===== src/rtl/eil_pkg.sv =====
package eil_pkg;

    typedef enum logic [1:0] {
        PG_NONE = 2'd0,
        PG_POL  = 2'd1,
        PG_EN   = 2'd2,
        PG_STAT = 2'd3
    } page_e;

    typedef struct packed {
        logic  wr;
        logic  rd;
        page_e page;
        logic [1:0] off;
    } win_cmd_t;

    // true when a command targets a given page and bank
    function automatic logic cmd_hits(input win_cmd_t c, input page_e pg, input int unsigned bank);
        return (c.page == pg) && (int'(c.off) == int'(bank));
    endfunction

    // qualify raw level changes against per-bit edge select
    function automatic logic [7:0] pick_edges(input logic [7:0] now_lvl,
                                              input logic [7:0] old_lvl,
                                              input logic [7:0] sel_rise);
        logic [7:0] rise;
        logic [7:0] fall;
        rise = now_lvl & ~old_lvl;
        fall = ~now_lvl & old_lvl;
        return (sel_rise & rise) | (~sel_rise & fall);
    endfunction

endpackage


===== src/rtl/eil_decode.sv =====
module eil_decode
    import eil_pkg::*;
#(
    parameter int NUM_BANKS = 3
) (
    input  win_cmd_t             cmd,
    output logic [NUM_BANKS-1:0] pol_we,
    output logic [NUM_BANKS-1:0] en_we,
    output logic [NUM_BANKS-1:0] stat_clr
);
    for (genvar b = 0; b < NUM_BANKS; b++) begin : g_dec
        always_comb begin
            pol_we[b]   = cmd.wr && cmd_hits(cmd, PG_POL,  b);
            en_we[b]    = cmd.wr && cmd_hits(cmd, PG_EN,   b);
            stat_clr[b] = cmd.wr && cmd_hits(cmd, PG_STAT, b);
        end
    end
endmodule


===== src/rtl/eil_edge_det.sv =====
module eil_edge_det
    import eil_pkg::*;
#(
    parameter int W = 8
) (
    input  logic         clk,
    input  logic         rst,
    input  logic [W-1:0] lvl,
    input  logic [W-1:0] sel_rise,
    output logic [W-1:0] hit
);
    logic [W-1:0] prev_q;

    always_ff @(posedge clk) begin
        if (rst) prev_q <= '0;
        else     prev_q <= lvl;
    end

    always_comb hit = pick_edges(lvl, prev_q, sel_rise);
endmodule


===== src/rtl/eil_bank.sv =====
module eil_bank #(
    parameter int W = 8
) (
    input  logic         clk,
    input  logic         rst,
    input  logic [W-1:0] lvl,
    input  logic [W-1:0] wdata,
    input  logic         pol_we,
    input  logic         en_we,
    input  logic         stat_clr,
    output logic [W-1:0] pol_q,
    output logic [W-1:0] en_q,
    output logic [W-1:0] stat_q
);
    logic [W-1:0] hit;
    logic [W-1:0] en_next;
    logic [W-1:0] set_v;
    logic [W-1:0] clr_v;
    logic [W-1:0] stat_d;

    eil_edge_det #(.W(W)) u_det (
        .clk      (clk),
        .rst      (rst),
        .lvl      (lvl),
        .sel_rise (pol_q),
        .hit      (hit)
    );

    always_comb begin
        en_next = en_we ? wdata : en_q;
        set_v   = hit & en_next;
        clr_v   = {W{stat_clr}} | ~en_next;
        stat_d  = set_v | (stat_q & ~clr_v);
    end

    always_ff @(posedge clk) begin
        if (rst) begin
            pol_q  <= '0;
            en_q   <= '0;
            stat_q <= '0;
        end else begin
            if (pol_we) pol_q <= wdata;
            en_q   <= en_next;
            stat_q <= stat_d;
        end
    end
endmodule


===== src/rtl/eil_readmux.sv =====
module eil_readmux
    import eil_pkg::*;
#(
    parameter int NUM_BANKS = 3,
    parameter int W = 8
) (
    input  logic                        clk,
    input  logic                        rst,
    input  win_cmd_t                    cmd,
    input  logic [NUM_BANKS-1:0][W-1:0] pol,
    input  logic [NUM_BANKS-1:0][W-1:0] en,
    input  logic [NUM_BANKS-1:0][W-1:0] stat,
    output logic [W-1:0]                rdata
);
    logic [W-1:0] sel;

    always_comb begin
        sel = '0;
        for (int b = 0; b < NUM_BANKS; b++) begin
            if (int'(cmd.off) == b) begin
                unique case (cmd.page)
                    PG_POL:  sel = pol[b];
                    PG_EN:   sel = en[b];
                    PG_STAT: sel = stat[b];
                    default: sel = '0;
                endcase
            end
        end
    end

    always_ff @(posedge clk) begin
        if (rst)         rdata <= '0;
        else if (cmd.rd) rdata <= sel;
    end
endmodule


===== src/rtl/edge_irq_latch.sv =====
module edge_irq_latch
    import eil_pkg::*;
#(
    parameter int NUM_BANKS = 3,
    parameter int BANK_W = 8,
    localparam int LINES = NUM_BANKS * BANK_W
) (
    input  logic              clk,
    input  logic              rst,
    input  logic              win_wr,
    input  logic              win_rd,
    input  logic [1:0]        win_page,
    input  logic [1:0]        win_off,
    input  logic [BANK_W-1:0] win_wdata,
    input  logic [LINES-1:0]  line_lvl,
    output logic [BANK_W-1:0] win_rdata,
    output logic [BANK_W-1:0] pend_sum,
    output logic              irq_out
);
    win_cmd_t cmd;
    logic [NUM_BANKS-1:0] pol_we;
    logic [NUM_BANKS-1:0] en_we;
    logic [NUM_BANKS-1:0] stat_clr;
    logic [NUM_BANKS-1:0][BANK_W-1:0] pol_a;
    logic [NUM_BANKS-1:0][BANK_W-1:0] en_a;
    logic [NUM_BANKS-1:0][BANK_W-1:0] stat_a;
    logic [LINES-1:0] stat_flat;
    logic [LINES-1:0] en_flat;

    always_comb begin
        cmd.wr   = win_wr;
        cmd.rd   = win_rd;
        cmd.page = page_e'(win_page);
        cmd.off  = win_off;
    end

    eil_decode #(.NUM_BANKS(NUM_BANKS)) u_dec (
        .cmd      (cmd),
        .pol_we   (pol_we),
        .en_we    (en_we),
        .stat_clr (stat_clr)
    );

    for (genvar b = 0; b < NUM_BANKS; b++) begin : g_bank
        eil_bank #(.W(BANK_W)) u_bank (
            .clk      (clk),
            .rst      (rst),
            .lvl      (line_lvl[b*BANK_W +: BANK_W]),
            .wdata    (win_wdata),
            .pol_we   (pol_we[b]),
            .en_we    (en_we[b]),
            .stat_clr (stat_clr[b]),
            .pol_q    (pol_a[b]),
            .en_q     (en_a[b]),
            .stat_q   (stat_a[b])
        );
        assign stat_flat[b*BANK_W +: BANK_W] = stat_a[b];
        assign en_flat[b*BANK_W +: BANK_W]   = en_a[b];
    end

    always_comb begin
        pend_sum = '0;
        for (int b = 0; b < NUM_BANKS; b++) pend_sum[b] = |stat_a[b];
    end

    always_ff @(posedge clk) begin
        if (rst) irq_out <= 1'b0;
        else     irq_out <= |stat_flat;
    end

    eil_readmux #(.NUM_BANKS(NUM_BANKS), .W(BANK_W)) u_rd (
        .clk   (clk),
        .rst   (rst),
        .cmd   (cmd),
        .pol   (pol_a),
        .en    (en_a),
        .stat  (stat_a),
        .rdata (win_rdata)
    );
endmodule


===== config.mk =====
export PLATFORM = sky130hd
export DESIGN_NAME = edge_irq_latch
export DESIGN_NICKNAME = d
export VERILOG_FILES = /design/src/rtl/eil_pkg.sv /design/src/rtl/eil_decode.sv /design/src/rtl/eil_edge_det.sv /design/src/rtl/eil_bank.sv /design/src/rtl/eil_readmux.sv /design/src/rtl/edge_irq_latch.sv
export SDC_FILE = /design/constraint.sdc
export NUM_CORES = 1
export LEC_CHECK = 0
export BUFFER_PORTS_ARGS = -buffer_cell sky130_fd_sc_hd__buf_4
export CAP_MARGIN = 40
export CORE_MARGIN = 2
export CORE_UTILIZATION = 45
export CTS_CLUSTER_DIAMETER = 50
export CTS_CLUSTER_SIZE = 28
export DETAILED_ROUTE_END_ITERATION = 12
export SLEW_MARGIN = 10
export SYNTH_ARGS = -nofsm -noshare
export SYNTH_HDL_FRONTEND = slang
export SYNTH_SLANG_ARGS = --single-unit

===== constraint.sdc =====
create_clock -name clk -period 2.1 [get_ports clk]
set_clock_uncertainty 0.15 [all_clocks]
set_input_delay 0.21 -clock clk [delete_from_list [all_inputs] [get_ports clk]]
set_output_delay 0.21 -clock clk [all_outputs]
set_load 0.05 [all_outputs]

# ---- Word level (Yosys, flattened, before mapping)
# Cells that the tools add are included.
dict set report totals {
  regBits 105
  out_inout_bits 17
  elab_cells 93
}
dict set report classes {
  n_eq_ne 5
  n_mux 9
  bitwise_logic 42
  n_reduce_logical 23
}
# operator count
set ops {}
lappend ops {{8-bit AND} 18}
lappend ops {{8-bit NOT} 15}
lappend ops {{8-bit bitwise OR} 9}
lappend ops {{8-bit case mux with 3 select lines} 3}
lappend ops {{8-bit 2-to-1 mux} 6}
lappend ops {{24-bit OR reduction} 1}
lappend ops {{8-bit OR reduction} 3}
lappend ops {{1-bit logical AND} 18}
lappend ops {{2-bit equality test (second input constant)} 4}
lappend ops {{2-bit by 1-bit equality test with 1-bit output (second input constant)} 1}
lappend ops {{2-bit logical NOT} 1}

# ---- Longest topological paths before layout
# Gate-level depths: netlist (run 1).
dict set report logic_depth {
  word_depth 9
  ltp_mapped 6
}

# ---- Cells and area by module
# Synthesis (run 1) repeated with hierarchy kept, for this count alone.
dict set report unflattened {
  cells_unflattened 505
  area_unflattened_um2 4893.4
}
# mod n_inst cells_each area_per_inst_um2 seq_area_each_um2
set modules_own_cells {}
lappend modules_own_cells {eil_bank 3 84 867.1 480.5}
lappend modules_own_cells {eil_edge_det 3 40 390.4 160.2}
lappend modules_own_cells {eil_readmux 1 100 924.6 160.2}
lappend modules_own_cells {edge_irq_latch 1 18 122.6 20.0}
lappend modules_own_cells {eil_decode 1 15 73.8 0.0}

# ---- Worst setup path before layout (run 1)
# OpenSTA, ideal clock, no wires.
dict set report synth_timing {
  kind {in2reg}
  startpoint {in win_page[0]}
  endpoint {reg u_rd.rdata[6]}
  setup_ps 117
  arrival_time_ps 1281
  t_required_ps 1833
  slack_ps 552
  stages 6
  path_buffers 2
  cell_sequence {buf_6 > buf_6 > mux2_2 > a221oi_1 > a311oi_1 > a22o_1}
}
dict set report synth_between {
  elab_chain_cells 5
}
# item line_no
set synth_lines {}
lappend synth_lines {{from (decl)} edge_irq_latch.sv:12} ;# input logic [1:0] win_page,
lappend synth_lines {{2-bit equality test / 2-bit by 1-bit equality test with 1-bit output (equally long branches)} eil_readmux.sv:21} ;# unique case (cmd.page)
lappend synth_lines {{8-bit case mux with 3 select lines} eil_readmux.sv:21}
lappend synth_lines {{8-bit 2-to-1 mux (2 in series)} eil_readmux.sv:20} ;# if (int'(cmd.off) == b) begin
lappend synth_lines {{8-bit 2-to-1 mux *} eil_readmux.sv:20}
lappend synth_lines {{to (signal assigned)} eil_readmux.sv:33} ;# else if (cmd.rd) rdata <= sel;
lappend synth_lines {{to (decl)} eil_readmux.sv:13} ;# output logic [W-1:0] rdata
# Mark *: on every way between the ends. The rest lies on a longest branch, timed or not.
# A chain may end at the register's enable or synchronous reset.

# ---- Worst setup path in the final report (run 1)
dict set report layout_timing {
  startpoint {reg g_bank[1].u_bank.stat_q[6]}
  endpoint {out pend_sum[1]}
}
dict set report layout_between {
  elab_chain_cells 1
}
# item line_no
set layout_lines {}
lappend layout_lines {{from (decl)} eil_bank.sv:13} ;# output logic [W-1:0] stat_q
lappend layout_lines {{from (signal assigned)} eil_bank.sv:44} ;# stat_q <= stat_d;
lappend layout_lines {{8-bit OR reduction} edge_irq_latch.sv:63} ;# for (int b = 0; b < NUM_BANKS; b++) pend_sum[b] = |stat_a[b];
lappend layout_lines {{to (decl)} edge_irq_latch.sv:17} ;# output logic [BANK_W-1:0] pend_sum,
# No other way between the ends.

==> results.json, run 1 <==
{
  "die_width_um": 105,
  "cts.clk_slew.worst_paths_ps": 100,
  "postSynthCellCount": 516,
  "hp-start": "win_off[0]",
  "numCtsBuffers": 9,
  "slew_viol_final": 0,
  "final_setup_violation_count": 0,
  "netlist.top_cell.by_area": "sky130_fd_sc_hd__dfxtp_1",
  "comb_power_share_pct": 11.3,
  "drc_errors": 0,
  "cts_setup_buffers": 0,
  "dp.final_hpwl_um": 8740,
  "hold_path_end": "u_rd.rdata[0]",
  "vias_per_cell": 5.41,
  "maxCapViolCount": 0,
  "seq_power_share_pct": 53.3,
  "synth.area.top_cells": "sky130_fd_sc_hd__dfxtp_1 (46%), sky130_fd_sc_hd__mux2i_1 (7.0%), sky130_fd_sc_hd__nor2_1 (6.3%)",
  "timing.slew.headroom_pct": 58.8,
  "synthArstFlopShare_pct": 0,
  "wl_met2_um": 6010,
  "grt_usage_pct": 24.2,
  "min-delay-path-class": "input pin to register",
  "port_buffers": 51,
  "fin_nets": 633,
  "ff2ff_setup_slack_ps": 510,
  "layout_min_cycle_time_ps": 1930,
  "gp_routability_congestion": 0.879,
  "worst_r2r_startpoint": "g_bank[0].u_bank.stat_q[0]",
  "worst-endpoint-required_ps": 1740,
  "tightestPinTransition_ps": 616,
  "run_status": "completed",
  "clock_tree.root_cell": "sky130_fd_sc_hd__clkbuf_8",
  "netlist.area_leader.share_pct": 45.9,
  "vias": 3958,
  "layout.area.seq_um2": 2100,
  "synth_warnings": 0,
  "synth_edf_count": 0,
  "synthFlopType": "sky130_fd_sc_hd__dfxtp_1",
  "floorplan.die.height_um": 105,
  "first_global_vias": 3894,
  "power_switching_share_pct": 25.3,
  "mean_area_per_synthesized_cell_um2": 8.88,
  "die_area_um2": 11000,
  "synth.distinct_cells": 30,
  "antenna_violating_nets_post_route": 0,
  "route.final.wire_length_um": 12800,
  "synth_seq_area_share_pct": 45.9,
  "finalSetupTns_ps": 0,
  "mostFrequentLayoutCell": "sky130_fd_sc_hd__dfxtp_1",
  "finalWorstSetupSlack_ps": 172,
  "clock.fmax_mhz": 519,
  "multiInputGateArea_um2": 2320,
  "fp-row-count": 36,
  "hold_viol_final": 0,
  "layout_common_cells": "sky130_fd_sc_hd__dfxtp_1 (105), sky130_fd_sc_hd__nor2_1 (77), sky130_fd_sc_hd__nand2_1 (67)",
  "critical_path.reg2reg.endpoint": "u_rd.rdata[0]",
  "setup_repair_after_global_routing_missed_its_margin": "false",
  "globalRoute.totalOverflow": 0,
  "route.detailed.wl_per_inst_um": 17.6,
  "drt_pass1_iterations": 5,
  "antenna_found_initial": 0,
  "initialDrtViolationCount": 342,
  "end_kind": "output port",
  "synth.cell_area_um2": 4580,
  "cts.sink_count": 105,
  "initial_utilization_pct": 46.7,
  "internal_power_w": 0.00289,
  "htree_levels": 3,
  "share_clk_of_total_power_pct": 35.4,
  "detailedPlace.worstSlack_ps": 227,
  "total_switching_power_w": 0.000976,
  "maximum_vdd_ir_drop_uv": 558,
  "design.portCount": 57,
  "grt_max_degree": 98,
  "nFillCells": 901,
  "met3_length_um": 546,
  "r2r.worst_path.cells": 4,
  "power_per_cell_area_nw_per_um2": 687,
  "crit_fanout": 3,
  "clockBufferDepth": 2,
  "synth-seq-cells": 105,
  "clk_latency_ps": 380,
  "cts_tree": "yes",
  "wirelength_met1_um": 5950,
  "global_route_wire_length_before_repair_um": 20600,
  "layout_cells_sized_above_1_pct": 17.1,
  "critical_path_class": "register to output port",
  "hold_depth": 3,
  "power.leakage_nw": 2.14,
  "syn_to_final_growth_pct": 22.8,
  "antenna-diode-count": 0,
  "start_kind": "register",
  "core_area_um2": 9820,
  "post_route_fraction_of_the_period_consumed_by_the_critical_path_pct": 91.8,
  "top_layer": "met4",
  "critPathArrivalTime_ps": 1570
}
==> Yosys cell counts (2+ instances only) <==
cell type	n
sky130_fd_sc_hd__nor2_1	77
sky130_fd_sc_hd__a311oi_1	8
sky130_fd_sc_hd__clkbuf_1	18
sky130_fd_sc_hd__o21ai_0	24
sky130_fd_sc_hd__dfxtp_1	105
sky130_fd_sc_hd__nor2b_1	24
sky130_fd_sc_hd__nor4_1	6
sky130_fd_sc_hd__a22o_1	8
sky130_fd_sc_hd__nand2b_1	5
sky130_fd_sc_hd__buf_4	6
sky130_fd_sc_hd__a21oi_1	24
sky130_fd_sc_hd__mux2i_1	32
sky130_fd_sc_hd__buf_6	2
sky130_fd_sc_hd__o211ai_1	8
sky130_fd_sc_hd__inv_1	2
sky130_fd_sc_hd__nand2_1	67
sky130_fd_sc_hd__a221oi_1	32
sky130_fd_sc_hd__buf_2	8
sky130_fd_sc_hd__mux2_2	15
sky130_fd_sc_hd__nor2_8	3
sky130_fd_sc_hd__nor3_1	25
sky130_fd_sc_hd__nand3b_1	9
==> power by group through the flow <==
stage	registers [W]	clock network [W]	logic (W)
after floorplan	0.00211	0	0.000220
after global placement	0.00210	0	0.000379
after detailed placement	0.00211	0	0.000387
after CTS	0.00206	0.00140	0.000435
after global routing	0.00207	0.00147	0.000471
final	0.00206	0.00137	0.000436
==> what timing repair did <==
item,in CTS,in global routing
resized for setup,0,1
setup endpoints to repair,0,1
hold buffers,32,0
endpoints found under the hold margin,47,0
==> layer usage <==
| metal | vias to the layer above | track usage [%] |
|---|---|---|
| li1 | 1987 | - |
| met1 | 1843 | 32.0 |
| met2 | 103 | 38.7 |
| met3 | 25 | 4.87 |
| met4 | 0 | 9.62 |
| met5 | - | 0 |
==> kinds of logic after synthesis <==
| logic type | share of synthesized area, % |
|---|---|
| AO/OA/AOI/OAI | 15.9 |
| buffers and inverters | 3.98 |
| AND/OR/NAND/NOR | 23.2 |
| other | 0.0818 |
| multiplexers | 11.0 |
| flip-flops | 45.9 |
==> worst max-delay path, cell delays in order (launching register included) <==
cell and delay, ps:
sky130_fd_sc_hd__dfxtp_1 350, sky130_fd_sc_hd__nor4_2 420, sky130_fd_sc_hd__nand2_1 190, sky130_fd_sc_hd__buf_4 230
==> how the worst max path moves through the flow <==
| stage | slack, ps | endpoint | startpoint | cells past startpoint |
|---|---|---|---|---|
| floorplan | 550 | u_rd.rdata[6] | win_page[0] | 6 |
| global placement | 230 | u_rd.rdata[7] | win_page[0] | 5 |
| detailed placement | 230 | u_rd.rdata[7] | win_page[0] | 6 |
| CTS | 30 | pend_sum[1] | g_bank[1].u_bank.stat_q[6] | 3 |
| global route | 70 | pend_sum[1] | g_bank[1].u_bank.stat_q[6] | 3 |
| finish | 170 | pend_sum[1] | g_bank[1].u_bank.stat_q[6] | 3 |
==> layout make-up <==
type	count	share of cell area, %
Clock buffer	9	2.20
Clock inverter	7	1.69
Inverter	2	0.133
Multi-Input combinational cell	379	41.2
Sequential cell	105	37.3
Tap cell	133	2.96
Timing Repair Buffer	96	14.4
==> flip-flops by register name, indices dropped and copies added (netlist names) <==
| name | flops |
|---|---|
| g_bank.u_bank.en_q | 24 |
| g_bank.u_bank.pol_q | 24 |
| g_bank.u_bank.stat_q | 24 |
| g_bank.u_bank.u_det.prev_q | 24 |
| irq_out | 1 |
| u_rd.rdata | 8 |
==> through the flow <==
stage | utilization, % | cell area [um2] | hold slack [ps] | cells | total power [W]
floorplan | - | 4600 | 188 | 520 | 0.00234
global placement | 51.8 | 5080 | 290 | 683 | 0.00248
detailed placement | 51.8 | 5080 | 295 | 683 | 0.00249
CTS | 57.3 | 5620 | 65.8 | 731 | 0.00390
global route | 57.3 | 5630 | 84.0 | 731 | 0.00401
finish | 57.3 | 5630 | 77.1 | 731 | 0.00386
Power figures use the tool's default switching activity.
==> inputs of run 2 (changes only) <==
- SETUP_SLACK_MARGIN: unset -> 0.4
==> run 2 against run 1 <==
  * Final area grew 1.9%
  * Non-clock buffer count is 4 higher
  * Routed wire length rose by 1.2%
  * Global-route usage is 0.18 points higher
  * Final cell count rose by 0.55%
  * Sequential share of layout area fell by 0.62 points
  * First-iteration DRC count is 9.4% lower
  * Register-to-register slack worse by 30 ps
  * Utilization grew 1.1 points
  * Critical path type unchanged
  * Critical endpoint unchanged
  * Largest cell class unchanged
  * Largest power group unchanged
==> results.json, run 2 (synthesis gave the netlist of run 1 again) <==
{
  "run_status": "completed",
  "layout_cells_sized_above_1_pct": 19.4,
  "route.detailed.wl_per_inst_um": 17.7,
  "min-delay-path-class": "input pin to register",
  "setup_repair_after_global_routing_missed_its_margin": "true",
  "clock_tree.root_cell": "sky130_fd_sc_hd__clkbuf_8",
  "vias": 3998,
  "antenna_found_initial": 0,
  "comb_power_share_pct": 11.4,
  "worst_r2r_startpoint": "g_bank[0].u_bank.stat_q[2]",
  "worst-endpoint-required_ps": 1740,
  "die_area_um2": 11000,
  "drt_pass1_iterations": 5,
  "cts.clk_slew.worst_paths_ps": 100,
  "core_area_um2": 9820,
  "power_switching_share_pct": 25.4,
  "design.portCount": 57,
  "hold_viol_final": 0,
  "internal_power_w": 0.00289,
  "fin_nets": 637,
  "vias_per_cell": 5.44,
  "seq_power_share_pct": 53.2,
  "ff2ff_setup_slack_ps": 480,
  "htree_levels": 3,
  "die_width_um": 105,
  "fp-row-count": 36,
  "end_kind": "output port",
  "start_kind": "register",
  "clk_latency_ps": 380,
  "globalRoute.totalOverflow": 0,
  "clockBufferDepth": 2,
  "mostFrequentLayoutCell": "sky130_fd_sc_hd__dfxtp_1",
  "post_route_fraction_of_the_period_consumed_by_the_critical_path_pct": 82.9,
  "timing.slew.headroom_pct": 59.1,
  "total_switching_power_w": 0.000982,
  "nFillCells": 896,
  "layout_common_cells": "sky130_fd_sc_hd__dfxtp_1 (101), sky130_fd_sc_hd__nor2_1 (77), sky130_fd_sc_hd__nand2_1 (65)",
  "final_setup_violation_count": 0,
  "antenna_violating_nets_post_route": 0,
  "syn_to_final_growth_pct": 25.2,
  "slew_viol_final": 0,
  "global_route_wire_length_before_repair_um": 20700,
  "maximum_vdd_ir_drop_uv": 563,
  "antenna-diode-count": 0,
  "port_buffers": 51,
  "drc_errors": 0,
  "power.leakage_nw": 2.19,
  "setup.worst_path.start": "g_bank[1].u_bank.stat_q[5]",
  "critical_path_class": "register to output port",
  "floorplan.die.height_um": 105,
  "maxCapViolCount": 0,
  "grt_max_degree": 98,
  "initialDrtViolationCount": 310,
  "dp.final_hpwl_um": 8740,
  "tightestPinTransition_ps": 611,
  "route.final.wire_length_um": 13000,
  "power_per_cell_area_nw_per_um2": 675,
  "crit_fanout": 3,
  "cts.sink_count": 105,
  "finalSetupTns_ps": 0,
  "numCtsBuffers": 9,
  "gp_routability_congestion": 0.879,
  "initial_utilization_pct": 46.7,
  "hp-start": "win_off[0]",
  "grt_usage_pct": 24.4,
  "critPathArrivalTime_ps": 1380,
  "share_clk_of_total_power_pct": 35.5,
  "layout_min_cycle_time_ps": 1740,
  "totalPowerFinal_w": 0.00387,
  "clock.fmax_mhz": 575,
  "first_global_vias": 3900,
  "cts_tree": "yes"
}
run 2: worst max-delay path, stage by stage, from the launching register on:
cell and delay [ps]:
sky130_fd_sc_hd__dfxtp_1 360, sky130_fd_sc_hd__nor4_4 350, sky130_fd_sc_hd__nand2_2 120, sky130_fd_sc_hd__buf_6 170
run 2: what timing repair did:
action / CTS / global route
buffers inserted: 2 / 2
hold buffers: 32 / 0
gates resized for setup: 13 / 5
pin swaps: 4 / 5
hold endpoints to repair: 47 / 0
setup endpoints to repair: 3 / 3
run 2: worst paths after layout:
path | to | cells after the start
max | pend_sum[1] | 3
min | u_rd.rdata[0] | 3
max reg2reg | irq_out | 6
min reg2reg | u_rd.rdata[6] | 1
run 2: power groups by stage:
stage / Clock, W / Combinational [W] / Sequential (W)
5_1_grt: 0.00147 / 0.000475 / 0.00207
6_report: 0.00137 / 0.000440 / 0.00206
2_1_floorplan: 0 / 0.000220 / 0.00211
3_5_place_dp: 0 / 0.000387 / 0.00211
3_3_place_gp: 0 / 0.000379 / 0.00210
4_1_cts: 0.00140 / 0.000437 / 0.00206
run 2: through the flow:
stage	instances	hold WS (ps)	instance area [um2]	setup WS, ps	utilization, %
after CTS	733	65.8	5700	347	58.1
after global placement	683	290	5080	233	51.8
after floorplan	520	188	4600	552	-
after detailed placement	683	295	5080	227	51.8
after global routing	735	84.0	5740	284	58.4
final	735	78.5	5740	360	58.4
run 2: cell type report:
| class | instances | area [um2] | area share, % |
|---|---|---|---|
| flip-flops and latches | 105 | 2110 | 36.7 |
| clock inverters | 7 | 95.1 | 1.66 |
| well taps | 133 | 166 | 2.90 |
| clock buffers | 9 | 124 | 2.16 |
| inverters | 2 | 7.51 | 0.131 |
| multi-input cells | 379 | 2380 | 41.5 |
| repair buffers | 100 | 855 | 14.9 |
run 2: layer usage:
layer / part of all wire, % / track usage (%) / vias up
met5: 0 / 0 / -
met4: 2.8 / 9.90 / 0
met3: 4.8 / 4.93 / 24
met2: 47 / 38.7 / 120
met1: 46 / 32.4 / 1866
li1: - / - / 1988
